--- src/rtl/pic_pkg.sv ---
package pic_pkg;
  localparam int PRIO_W = 3;

  typedef enum logic [1:0] {
    TRIG_HIGH = 2'b00,
    TRIG_RISE = 2'b01,
    TRIG_LOW  = 2'b10,
    TRIG_FALL = 2'b11
  } trig_e;

  typedef struct packed {
    logic              en;
    trig_e             trig;
    logic [PRIO_W-1:0] prio;
  } src_cfg_t;

  localparam int CFG_W = $bits(src_cfg_t);
endpackage

--- src/rtl/pic_src_cond.sv ---
module pic_src_cond
  import pic_pkg::*;
#(
  parameter bit EXTERNAL = 1'b0
) (
  input  logic  clk_i,
  input  logic  rst_ni,
  input  logic  raw_i,
  input  trig_e trig_i,
  input  logic  clr_i,
  output logic  req_o,
  output logic  set_o,
  output logic  edge_mode_o,
  output logic  pend_o
);
  logic samp, prev_q, pend_q, lvl;

  generate
    if (EXTERNAL) begin : g_sync
      logic s1_q, s2_q;
      always_ff @(posedge clk_i or negedge rst_ni) begin
        if (!rst_ni) begin
          s1_q <= 1'b0;
          s2_q <= 1'b0;
        end else begin
          s1_q <= raw_i;
          s2_q <= s1_q;
        end
      end
      assign samp = s2_q;
    end else begin : g_direct
      assign samp = raw_i;
    end
  endgenerate

  assign edge_mode_o = trig_i[0];
  assign lvl         = trig_i[1] ? ~samp : samp;

  always_comb begin
    unique case (trig_i)
      TRIG_RISE: set_o = samp & ~prev_q;
      TRIG_FALL: set_o = ~samp & prev_q;
      default:   set_o = 1'b0;
    endcase
  end

  always_ff @(posedge clk_i or negedge rst_ni) begin
    if (!rst_ni) begin
      prev_q <= 1'b0;
      pend_q <= 1'b0;
    end else begin
      prev_q <= samp;
      // set beats clear; pending only lives in edge mode
      pend_q <= edge_mode_o & (set_o | (pend_q & ~clr_i));
    end
  end

  assign pend_o = pend_q;
  assign req_o  = edge_mode_o ? pend_q : lvl;
endmodule

--- src/rtl/pic_prio_sel.sv ---
module pic_prio_sel
  import pic_pkg::*;
#(
  parameter int N_SRC = 8,
  parameter int IDW   = 3
) (
  input  logic [N_SRC-1:0]        act_i,
  input  logic [N_SRC*PRIO_W-1:0] prio_i,
  output logic                    any_o,
  output logic [IDW-1:0]          id_o
);
  logic [PRIO_W-1:0] best_p;

  always_comb begin
    any_o  = 1'b0;
    id_o   = '0;
    best_p = '0;
    for (int i = 0; i < N_SRC; i++) begin
      // strict compare keeps the lower index on a tie
      if (act_i[i] && (!any_o || prio_i[i*PRIO_W +: PRIO_W] > best_p)) begin
        any_o  = 1'b1;
        id_o   = IDW'(i);
        best_p = prio_i[i*PRIO_W +: PRIO_W];
      end
    end
  end
endmodule

--- src/rtl/pic_cfg_regs.sv ---
module pic_cfg_regs
  import pic_pkg::*;
#(
  parameter int N_INT = 6,
  parameter int N_EXT = 2,
  parameter int IDW   = 3,
  parameter int AW    = 4,
  parameter int DW    = 8
) (
  input  logic                       clk_i,
  input  logic                       rst_ni,
  input  logic                       we_i,
  input  logic [AW-1:0]              addr_i,
  input  logic [DW-1:0]              wdata_i,
  output logic [DW-1:0]              rdata_o,
  input  logic                       irq_i,
  input  logic [IDW-1:0]             id_i,
  output src_cfg_t [N_INT+N_EXT-1:0] cfg_o,
  output logic                       fiq_en_o
);
  localparam int N_SRC    = N_INT + N_EXT;
  localparam int ADDR_ST  = N_SRC;
  localparam int ADDR_FIQ = N_SRC + 1;

  src_cfg_t [N_SRC-1:0] cfg_q;
  logic                 fiq_en_q;

  for (genvar i = 0; i < N_SRC; i++) begin : g_src
    logic hit;
    assign hit = we_i && (addr_i == AW'(i));
    always_ff @(posedge clk_i or negedge rst_ni) begin
      if (!rst_ni) begin
        cfg_q[i] <= '0;
      end else if (hit) begin
        cfg_q[i].en   <= wdata_i[5];
        cfg_q[i].prio <= wdata_i[2:0];
        if (i < N_INT) cfg_q[i].trig <= trig_e'({1'b0, wdata_i[3]});
        else           cfg_q[i].trig <= trig_e'(wdata_i[4:3]);
      end
    end
  end

  always_ff @(posedge clk_i or negedge rst_ni) begin
    if (!rst_ni)                                  fiq_en_q <= 1'b0;
    else if (we_i && addr_i == AW'(ADDR_FIQ))     fiq_en_q <= wdata_i[0];
  end

  always_comb begin
    rdata_o = '0;
    for (int i = 0; i < N_SRC; i++) begin
      if (addr_i == AW'(i)) rdata_o = DW'(cfg_q[i]);
    end
    if (addr_i == AW'(ADDR_ST))  rdata_o = {irq_i, (DW-1-IDW)'(0), id_i};
    if (addr_i == AW'(ADDR_FIQ)) rdata_o = DW'(fiq_en_q);
  end

  assign cfg_o    = cfg_q;
  assign fiq_en_o = fiq_en_q;
endmodule

--- src/rtl/pic_top.sv ---
module pic_top
  import pic_pkg::*;
#(
  parameter int N_INT = 6,
  parameter int N_EXT = 2,
  localparam int N_SRC = N_INT + N_EXT,
  localparam int IDW   = (N_SRC > 1) ? $clog2(N_SRC) : 1,
  localparam int AW    = $clog2(N_SRC + 2)
) (
  input  logic             clk_i,
  input  logic             rst_ni,
  input  logic [N_INT-1:0] int_src_i,
  input  logic [N_EXT-1:0] ext_src_i,
  input  logic             fiq_pin_i,
  input  logic             cfg_we_i,
  input  logic [AW-1:0]    cfg_addr_i,
  input  logic [7:0]       cfg_wdata_i,
  output logic [7:0]       cfg_rdata_o,
  input  logic             ack_i,
  output logic             irq_o,
  output logic [IDW-1:0]   irq_id_o,
  output logic             fiq_o
);
  src_cfg_t [N_SRC-1:0]    cfg_w;
  logic                    fiq_en_w;
  logic [N_SRC-1:0]        raw_w, req_w, act_w, set_w, pend_w, edge_mode_w, clr_w;
  logic [N_SRC*PRIO_W-1:0] prio_w;
  logic                    any_w;
  logic [IDW-1:0]          id_w;
  logic                    irq_q, fiq_s1_q, fiq_s2_q, fiq_q;
  logic [IDW-1:0]          id_q;

  assign raw_w = {ext_src_i, int_src_i};

  pic_cfg_regs #(
    .N_INT(N_INT), .N_EXT(N_EXT), .IDW(IDW), .AW(AW), .DW(8)
  ) u_cfg (
    .clk_i   (clk_i),
    .rst_ni  (rst_ni),
    .we_i    (cfg_we_i),
    .addr_i  (cfg_addr_i),
    .wdata_i (cfg_wdata_i),
    .rdata_o (cfg_rdata_o),
    .irq_i   (irq_q),
    .id_i    (id_q),
    .cfg_o   (cfg_w),
    .fiq_en_o(fiq_en_w)
  );

  for (genvar i = 0; i < N_SRC; i++) begin : g_cond
    assign clr_w[i] = ack_i & irq_q & (id_q == IDW'(i));

    pic_src_cond #(.EXTERNAL(i >= N_INT)) u_cond (
      .clk_i      (clk_i),
      .rst_ni     (rst_ni),
      .raw_i      (raw_w[i]),
      .trig_i     (cfg_w[i].trig),
      .clr_i      (clr_w[i]),
      .req_o      (req_w[i]),
      .set_o      (set_w[i]),
      .edge_mode_o(edge_mode_w[i]),
      .pend_o     (pend_w[i])
    );

    assign act_w[i]                   = req_w[i] & cfg_w[i].en;
    assign prio_w[i*PRIO_W +: PRIO_W] = cfg_w[i].prio;
  end

  pic_prio_sel #(.N_SRC(N_SRC), .IDW(IDW)) u_sel (
    .act_i (act_w),
    .prio_i(prio_w),
    .any_o (any_w),
    .id_o  (id_w)
  );

  always_ff @(posedge clk_i or negedge rst_ni) begin
    if (!rst_ni) begin
      irq_q    <= 1'b0;
      id_q     <= '0;
      fiq_s1_q <= 1'b0;
      fiq_s2_q <= 1'b0;
      fiq_q    <= 1'b0;
    end else begin
      irq_q    <= any_w;
      id_q     <= any_w ? id_w : '0;
      fiq_s1_q <= fiq_pin_i;
      fiq_s2_q <= fiq_s1_q;
      fiq_q    <= fiq_s2_q & fiq_en_w;
    end
  end

  assign irq_o    = irq_q;
  assign irq_id_o = id_q;
  assign fiq_o    = fiq_q;
endmodule

--- config.mk ---
export PLATFORM = sky130hd
export DESIGN_NAME = pic_top
export DESIGN_NICKNAME = d
export VERILOG_FILES = /design/src/rtl/pic_pkg.sv /design/src/rtl/pic_src_cond.sv /design/src/rtl/pic_prio_sel.sv /design/src/rtl/pic_cfg_regs.sv /design/src/rtl/pic_top.sv
export SDC_FILE = /design/constraint.sdc
export NUM_CORES = 1
export LEC_CHECK = 0
export ABC_AREA = 0
export BUFFER_PORTS_ARGS = -buffer_cell sky130_fd_sc_hd__clkbuf_2
export CAP_MARGIN = 20
export CELL_PAD_IN_SITES_DETAIL_PLACEMENT = 1
export CELL_PAD_IN_SITES_GLOBAL_PLACEMENT = 1
export CORE_AREA = 2 2 69 136
export DETAILED_ROUTE_END_ITERATION = 10
export DIE_AREA = 0 0 71 138
export GPL_TIMING_DRIVEN = 0
export PLACE_DENSITY = 0.89
export SYNTH_ARGS = -nofsm -noshare
export SYNTH_HDL_FRONTEND = slang
export SYNTH_SLANG_ARGS = --single-unit
export TNS_END_PERCENT = 100
--- constraint.sdc ---
create_clock -name clk_i -period 11.7 [get_ports clk_i]
set_input_delay 0.585 -clock clk_i [delete_from_list [all_inputs] [get_ports clk_i]]
set_output_delay 0.585 -clock clk_i [all_outputs]
set_load 0.03 [all_outputs]
Word level (Yosys, flattened, before mapping)
Index checks and enable logic that the tools add are counted.
{"block": "word_totals", "out_inout_bits": 13, "regBits": 70, "in_bits": 25, "elab_cells": 230}
{"block": "classes", "n_lt_le_gt_ge": 7, "eq_ne": 20, "n_reduce_logical": 32, "bitwise": 70, "n_mux": 51}
{"operator": "2-to-1 mux 6 bit", "n": 8}
{"operator": "bitwise AND 1 bit", "n": 44}
{"operator": "2-to-1 mux 3 bit", "n": 12}
{"operator": "2-to-1 mux 1 bit", "n": 25}
{"operator": "greater-than comparator 3 bit", "n": 7}
{"operator": "inverter 1 bit", "n": 18}
{"operator": "equality test 4 x 3 -> 1 bit, second input constant", "n": 4}
{"operator": "logical AND 1 bit", "n": 16}
{"operator": "2-to-1 mux 8 bit", "n": 2}
{"operator": "equality test 3 bit, second input constant", "n": 4}
{"operator": "equality test 4 x 2 -> 1 bit, second input constant", "n": 2}
{"operator": "equality test 4 bit, second input constant", "n": 2}
{"operator": "OR 1 bit", "n": 8}
{"operator": "logical NOT 1 bit", "n": 7}
{"operator": "logical OR 1 bit", "n": 7}
{"operator": "equality test 3 x 2 -> 1 bit, second input constant", "n": 2}
{"operator": "equality test 2 x 1 -> 1 bit, second input constant", "n": 2}
{"operator": "equality test 2 bit, second input constant", "n": 2}
{"operator": "equality test 4 x 1 -> 1 bit, second input constant", "n": 1}
{"operator": "logical NOT 4 bit", "n": 1}
{"operator": "2-to-1 mux 2 bit", "n": 2}
{"operator": "case mux 1 bit (2 select lines)", "n": 2}
{"operator": "equality test 3 x 1 -> 1 bit, second input constant", "n": 1}
{"operator": "logical NOT 3 bit", "n": 1}

Depth between registers and ports, before layout
{"block": "depth", "ltp_word": 32, "depth_mapped": 52, "ltp_nobuf": 51}

Modules after synthesis
Synthesis repeated with hierarchy kept, for this count alone.
{"block": "unflattened", "cells_unflattened": 435, "hier_area_um2": 4653.2}
{"module": "pic_cfg_regs", "seq_area_each_um2": 1076.0, "area_per_inst_um2": 2287.2, "cells_each": 173, "instances": 1}
{"module": "pic_prio_sel", "seq_area_each_um2": 0.0, "area_per_inst_um2": 1036.0, "cells_each": 138, "instances": 1}
{"module": "pic_src_cond (g_cond[0].u_cond ...)", "seq_area_each_um2": 50.0, "area_per_inst_um2": 111.4, "cells_each": 11, "instances": 6}
{"module": "pic_top", "seq_area_each_um2": 175.2, "area_per_inst_um2": 339.1, "cells_each": 32, "instances": 1}
{"module": "pic_src_cond (g_cond[6].u_cond ...)", "seq_area_each_um2": 100.1, "area_per_inst_um2": 161.4, "cells_each": 13, "instances": 2}

Worst setup path after synthesis
Ideal clock, no wire load.
{"block": "synth_path", "kind": "input-to-reg", "start": "input int_src_i[0]", "end": "register id_q[1] (netlist: irq_id_o[1])", "setup_time_ps": 122, "t_required_ps": 11578, "arrival_time_ps": 8816, "n_path_buf": 1, "cell_stages": 51, "slack_ps": 2762, "path_cell_list": "mux2_4 -> and2_1 -> nand2_1 -> ha_1 -> and3_1 -> a21oi_1 -> a31oi_1 -> a22oi_1 -> inv_1 -> ha_1 -> a31oi_1 -> a21oi_1 -> or2_1 -> buf_2 -> mux2i_1 -> inv_1 -> ha_1 -> nor2b_1 -> [15 not listed] -> o21ai_0 -> a21oi_1 -> mux2_2 -> ha_1 -> nor2b_1 -> o21a_1 -> o21ai_0 -> a21oi_1 -> nor2_1 -> a222oi_1 -> ha_1 -> nor2b_1 -> o21ai_0 -> inv_1 -> o21ai_0 -> a21oi_1 -> nor2_1 -> nand2_1"}
{"block": "synth_between", "elab_chain_len": 32, "word_cells_on_any_way": 52, "classes_between": "order compare: 7; mux: 23; bitwise: 1; reduce/logical: 21"}
{"element": "start, declared", "line": "pic_top.sv:12", "source": "input logic [N_INT-1:0] int_src_i,"}
{"element": "2-to-1 mux 1 bit (*)", "line": "pic_src_cond.sv:59", "source": "assign req_o = edge_mode_o ? pend_q : lvl;"}
{"element": "bitwise AND 1 bit (*)", "line": "pic_top.sv:65", "source": "assign act_w[i] = req_w[i] & cfg_w[i].en;"}
{"element": "2-to-1 mux 3 bit / 2-to-1 mux 1 bit (equally long branches)", "line": "pic_prio_sel.sv:20", "source": "if (act_i[i] && (!any_o || prio_i[i*PRIO_W +: PRIO_W] > best_p)) begin"}
{"element": "greater-than comparator 3 bit / logical NOT 1 bit (equally long branches)", "line": "pic_prio_sel.sv:20"}
{"element": "logical OR 1 bit", "line": "pic_prio_sel.sv:20"}
{"element": "logical AND 1 bit", "line": "pic_prio_sel.sv:20"}
{"element": "2-to-1 mux 3 bit / 2-to-1 mux 1 bit (equally long branches)", "line": "pic_prio_sel.sv:20"}
{"element": "greater-than comparator 3 bit / logical NOT 1 bit (equally long branches)", "line": "pic_prio_sel.sv:20"}
{"element": "[16 not listed]"}
{"element": "logical OR 1 bit", "line": "pic_prio_sel.sv:20"}
{"element": "logical AND 1 bit", "line": "pic_prio_sel.sv:20"}
{"element": "2-to-1 mux 3 bit / 2-to-1 mux 1 bit (equally long branches)", "line": "pic_prio_sel.sv:20"}
{"element": "greater-than comparator 3 bit / logical NOT 1 bit (equally long branches)", "line": "pic_prio_sel.sv:20"}
{"element": "logical OR 1 bit", "line": "pic_prio_sel.sv:20"}
{"element": "logical AND 1 bit", "line": "pic_prio_sel.sv:20"}
{"element": "2-to-1 mux 3 bit / 2-to-1 mux 1 bit (equally long branches)", "line": "pic_prio_sel.sv:20"}
{"element": "2-to-1 mux 3 bit (*)", "line": "pic_top.sv:85", "source": "id_q <= any_w ? id_w : '0;"}
{"element": "end signal, assigned", "line": "pic_top.sv:85"}
{"element": "end, declared", "line": "pic_top.sv:31", "source": "logic [IDW-1:0] id_q;"}
Every way passes the cells marked *; elsewhere a longest branch is shown, timed or not.
A chain may end at the register's enable or synchronous reset.

Worst setup path in the final report
{"block": "layout_path", "start": "register u_cfg.cfg_q (netlist bit u_cfg.cfg_o[3])", "end": "register id_q[1] (netlist: irq_id_o[1])"}
{"block": "layout_between", "elab_chain_len": 32, "word_cells_on_any_way": 52, "classes_between": "order compare: 7; mux: 23; bitwise: 1; reduce/logical: 21"}
{"element": "start, declared", "line": "pic_cfg_regs.sv:25", "source": "src_cfg_t [N_SRC-1:0] cfg_q;"}
{"element": "2-to-1 mux 1 bit (*)", "line": "pic_src_cond.sv:59"}
{"element": "bitwise AND 1 bit (*)", "line": "pic_top.sv:65"}
{"element": "2-to-1 mux 3 bit / 2-to-1 mux 1 bit (equally long branches)", "line": "pic_prio_sel.sv:20"}
{"element": "greater-than comparator 3 bit / logical NOT 1 bit (equally long branches)", "line": "pic_prio_sel.sv:20"}
{"element": "logical OR 1 bit", "line": "pic_prio_sel.sv:20"}
{"element": "logical AND 1 bit", "line": "pic_prio_sel.sv:20"}
{"element": "2-to-1 mux 3 bit / 2-to-1 mux 1 bit (equally long branches)", "line": "pic_prio_sel.sv:20"}
{"element": "greater-than comparator 3 bit / logical NOT 1 bit (equally long branches)", "line": "pic_prio_sel.sv:20"}
{"element": "[16 not listed]"}
{"element": "logical OR 1 bit", "line": "pic_prio_sel.sv:20"}
{"element": "logical AND 1 bit", "line": "pic_prio_sel.sv:20"}
{"element": "2-to-1 mux 3 bit / 2-to-1 mux 1 bit (equally long branches)", "line": "pic_prio_sel.sv:20"}
{"element": "greater-than comparator 3 bit / logical NOT 1 bit (equally long branches)", "line": "pic_prio_sel.sv:20"}
{"element": "logical OR 1 bit", "line": "pic_prio_sel.sv:20"}
{"element": "logical AND 1 bit", "line": "pic_prio_sel.sv:20"}
{"element": "2-to-1 mux 3 bit / 2-to-1 mux 1 bit (equally long branches)", "line": "pic_prio_sel.sv:20"}
{"element": "2-to-1 mux 3 bit (*)", "line": "pic_top.sv:85"}
Marks and branches as above.

==> reports/metrics.csv <==
stage,metric,value,unit
critical_path,cp_max_fo,9,
power,seq_power_share,33.9,%
routing,drc_errors,0,
cells_and_area,instances_no_fill,524,
clock_network,cts-root-buf,clkbuf_16,
clock_network,clk_pin_slew,0.06,ns
synthesis,synth_area_leaders,"dfrtp_1, mux2_2, ha_1",
synthesis,synth.most_common_cell,dfrtp_1,
synthesis,yosys-top-cells-count,"dfrtp_1, mux2_2, nand2_1",
synthesis,synth_edf_count,0,
cells_and_area,nets,463,
sta,maxSlewHeadroom,36.07,%
critical_path,cpMostUsedCell,ha_1,
synthesis,yosysTopAreaCellShare,43.52,%
power,ir_drop,129.6,uV
synthesis,ys_types,50,
routing,avgRoutedWirePerCell,25.22,um
critical_path,slowest_stage,dfrtp_1,
synthesis,synth_flop_cell,dfrtp_1,
grt,grt_pass1_wl,20870,um
critical_path,ff2ff_setup_slack,0.59,ns
power,p_sw_share,35.84,%
place,gp_congestion,0.8485,
grt,antenna_found_initial,0,
power,combPwrFrac,33.2,%
min_path,hp-class,in2async,
sta,setup_viol,0,
critical_path,end_kind,register,
critical_path,critPathArrivalTime,11.33,ns
grt,gr-total-overflow,0,
synthesis,synth-seq-cells,70,
power,p_clk_share,32.8,%
synthesis,netlist_instances,370,
critical_path,critPathRequiredTime,11.92,ns
place,pre_cts_ws,0.6355,ns
sta,period_minus_slack,11.11,ns
routing,first_pass_iters,4,
power,total_power,1.060,mW
floorplan,row_count,49,
clock_network,cts_buffer_depth,2,
routing,drtIter0Drc,188,
sta,timing_hold_violations_final,0,
sta,fin_skew,0.005634,ns
clock_network,cts_tree,built,
critical_path,cp-start-kind,register,
power,power_switching,380.0,uW
cells_and_area,fill_cells,942,
synthesis,postSynthAreaPerCell,10.88,um^2
cells_and_area,num_antenna_cells,0,
floorplan,io_pins,38,
clock_network,clk-insertion-delay-late,0.34,ns
power,power.density,223.3,nW/um^2
synthesis,syn_area,4025,um^2
floorplan,coreArea,8890,um^2
clock_network,postCtsHoldBufs,0,
clock_network,cts_sinks,70,
critical_path,r2r_start,u_cfg.cfg_o[3],
sta,setup_ws,0.5943,ns
clock_network,cts.htree.levels,3,
grt,grt_pass1_vias,3836,
floorplan,chipHeight,138,um
place,place_inst,505,
place,numPortBuffers,32,
sta,period_share,94.92,%
power,power.internal,680.2,uW
sta,holdWs,0.1145,ns
floorplan,start_util,45.28,%
job,maxCapViolations,0,
synthesis,yosysWarnings,0,
critical_path,r2r_cells,49,
cells_and_area,layout-drive-gt1-share,25.59,%
routing,num_vias,3356,
synthesis,synth_nets,416,
synthesis,ys_seq_area_share,43.52,%
critical_path,timing.rr.end,irq_id_o[1],
critical_path,slowest_delay,0.44,ns
sta,clock.fmax,90.04,MHz
sta,maxSlewViolCount,0,
routing,ant_nets,0,
critical_path,critPathKind,reg2reg,
floorplan,dieArea,9798,um^2
cells_and_area,area_growth,17.97,%
routing,wirelength,13220,um
status,run_status,"finished, final reports clean",
sta,tns,0,ns
grt,grtUsageTotal,28.22,%
floorplan,die_w,71,um
power,p_leak,2.163,nW
grt,grt_max_degree,60,
sta,worst_pin_slew,0.9516,ns
synthesis,yosysTopAreaCell,dfrtp_1,
clock_network,numCtsBuffers,9,
synthesis,async_flop_share,100.0,%
place,hpwl,9135,um
routing,via_per_inst,6.405,
-- power groups by stage --
stage | registers, mW | clock network, mW | logic, mW
2_1_floorplan | 0.343 | 0 | 0.226
5_1_grt | 0.364 | 0.361 | 0.382
3_3_place_gp | 0.353 | 0 | 0.301
3_5_place_dp | 0.359 | 0 | 0.330
6_report | 0.360 | 0.348 | 0.352
4_1_cts | 0.356 | 0.350 | 0.346
-- metal layers --
metal,up-vias,routed length (um),GRT usage (%)
met2,135,7171,49.29
li1,1441,-,-
met5,-,0,0
met3,63,524,5.029
met4,0,956,21.35
met1,1717,4565,28.80
-- per-stage QoR --
stage               utilization [%]  area [um^2]
global route                  53.41         4748
floorplan                         -         4025
CTS                           53.15         4725
finish                        53.41         4748
detailed placement            48.85         4343
global placement              48.52         4313
-- flip-flops by register name, indices dropped and copies added, names as in the netlist --
signal,cells
g_cond.u_cond.g_sync.s2_q,2
g_cond.u_cond.prev_q,8
fiq_s1_q,1
fiq_o,1
g_cond.u_cond.g_sync.s1_q,2
u_cfg.fiq_en_o,1
g_cond.u_cond.pend_o,8
irq_id_o,3
irq_o,1
u_cfg.cfg_o,42
fiq_s2_q,1
-- cell type report --
cell class                      instances  area, um^2  area share, %
Buffer                                 12       50.05          1.054
Clock buffer                           11       252.7          5.323
Clock inverter                          5       128.9          2.714
Inverter                               19       71.32          1.502
Multi-Input combinational cell        269        2156          45.40
Sequential cell                        70        1752          36.89
Tap cell                              102       127.6          2.688
Timing Repair Buffer                   36       210.2          4.427
-- cells by family (layout without fill, tap and decap cells) --
logic type	count (synthesis)	after routing	share of synthesized area [%]
XOR/XNOR	2	2	0.4353
multiplexers	65	65	19.24
other	1	1	0.09317
flip-flops	70	70	43.52
AND/OR/NAND/NOR	98	98	12.93
buffers and inverters	31	83	3.015
AO/OA/AOI/OAI	82	82	14.24
adder cells (fa/ha/maj)	21	21	6.528
-- repair_timing --
item / in CTS / in global routing
buffers inserted: 0 / 1
endpoints found under the setup margin: 0 / 3
resized for setup: 0 / 1
-- placed cells by master, fill, tap and decap left out, types with 2 or more instances in the layout --
cell type	instances
dfrtp_1	70
mux2_2	40
clkbuf_2	31
nand2_1	29
o21ai_0	23
ha_1	21
inv_1	19
mux2i_1	14
a21oi_1	14
nor2_1	13
nand2b_1	13
nor2b_1	9
clkbuf_16	9
nand3_1	8
a21boi_0	8
clkbuf_1	6
a31oi_1	6
mux4_2	5
nor3_1	5
o21a_1	5
mux2_1	5
buf_1	4
nor3b_1	4
a221o_1	4
a222oi_1	4
bufinv_16	4
and2_1	3
and3b_1	3
and3_1	3
o21ai_1	3
nand3b_1	2
a22oi_2	2
buf_2	2
a21oi_4	2
xnor2_1	2
o31ai_1	2
buf_4	2
clkbuf_8	2
clkbuf_4	2
-- worst max-delay path by stage --
| stage | startpoint | endpoint | cells past startpoint |
|---|---|---|---|
| after floorplan | int_src_i[0] | irq_id_o[1] | 51 |
| after global placement | int_src_i[0] | irq_id_o[2] | 51 |
| after detailed placement | int_src_i[0] | irq_id_o[2] | 50 |
| after CTS | u_cfg.cfg_o[3] | irq_id_o[1] | 49 |
| after global routing | u_cfg.cfg_o[3] | irq_id_o[1] | 50 |
| final | u_cfg.cfg_o[3] | irq_id_o[1] | 49 |
-- critical path, delay by kind of cell, from the launching register on --
kind	cells	cell delay [ns]
multiplexers	4	1.32
flip-flops	1	0.44
adder cells (fa/ha/maj)	7	2.02
AO/OA/AOI/OAI	22	4.99
buffers and inverters	4	0.44
AND/OR/NAND/NOR	12	1.76
No activity file was read; power rests on OpenSTA's default activity.
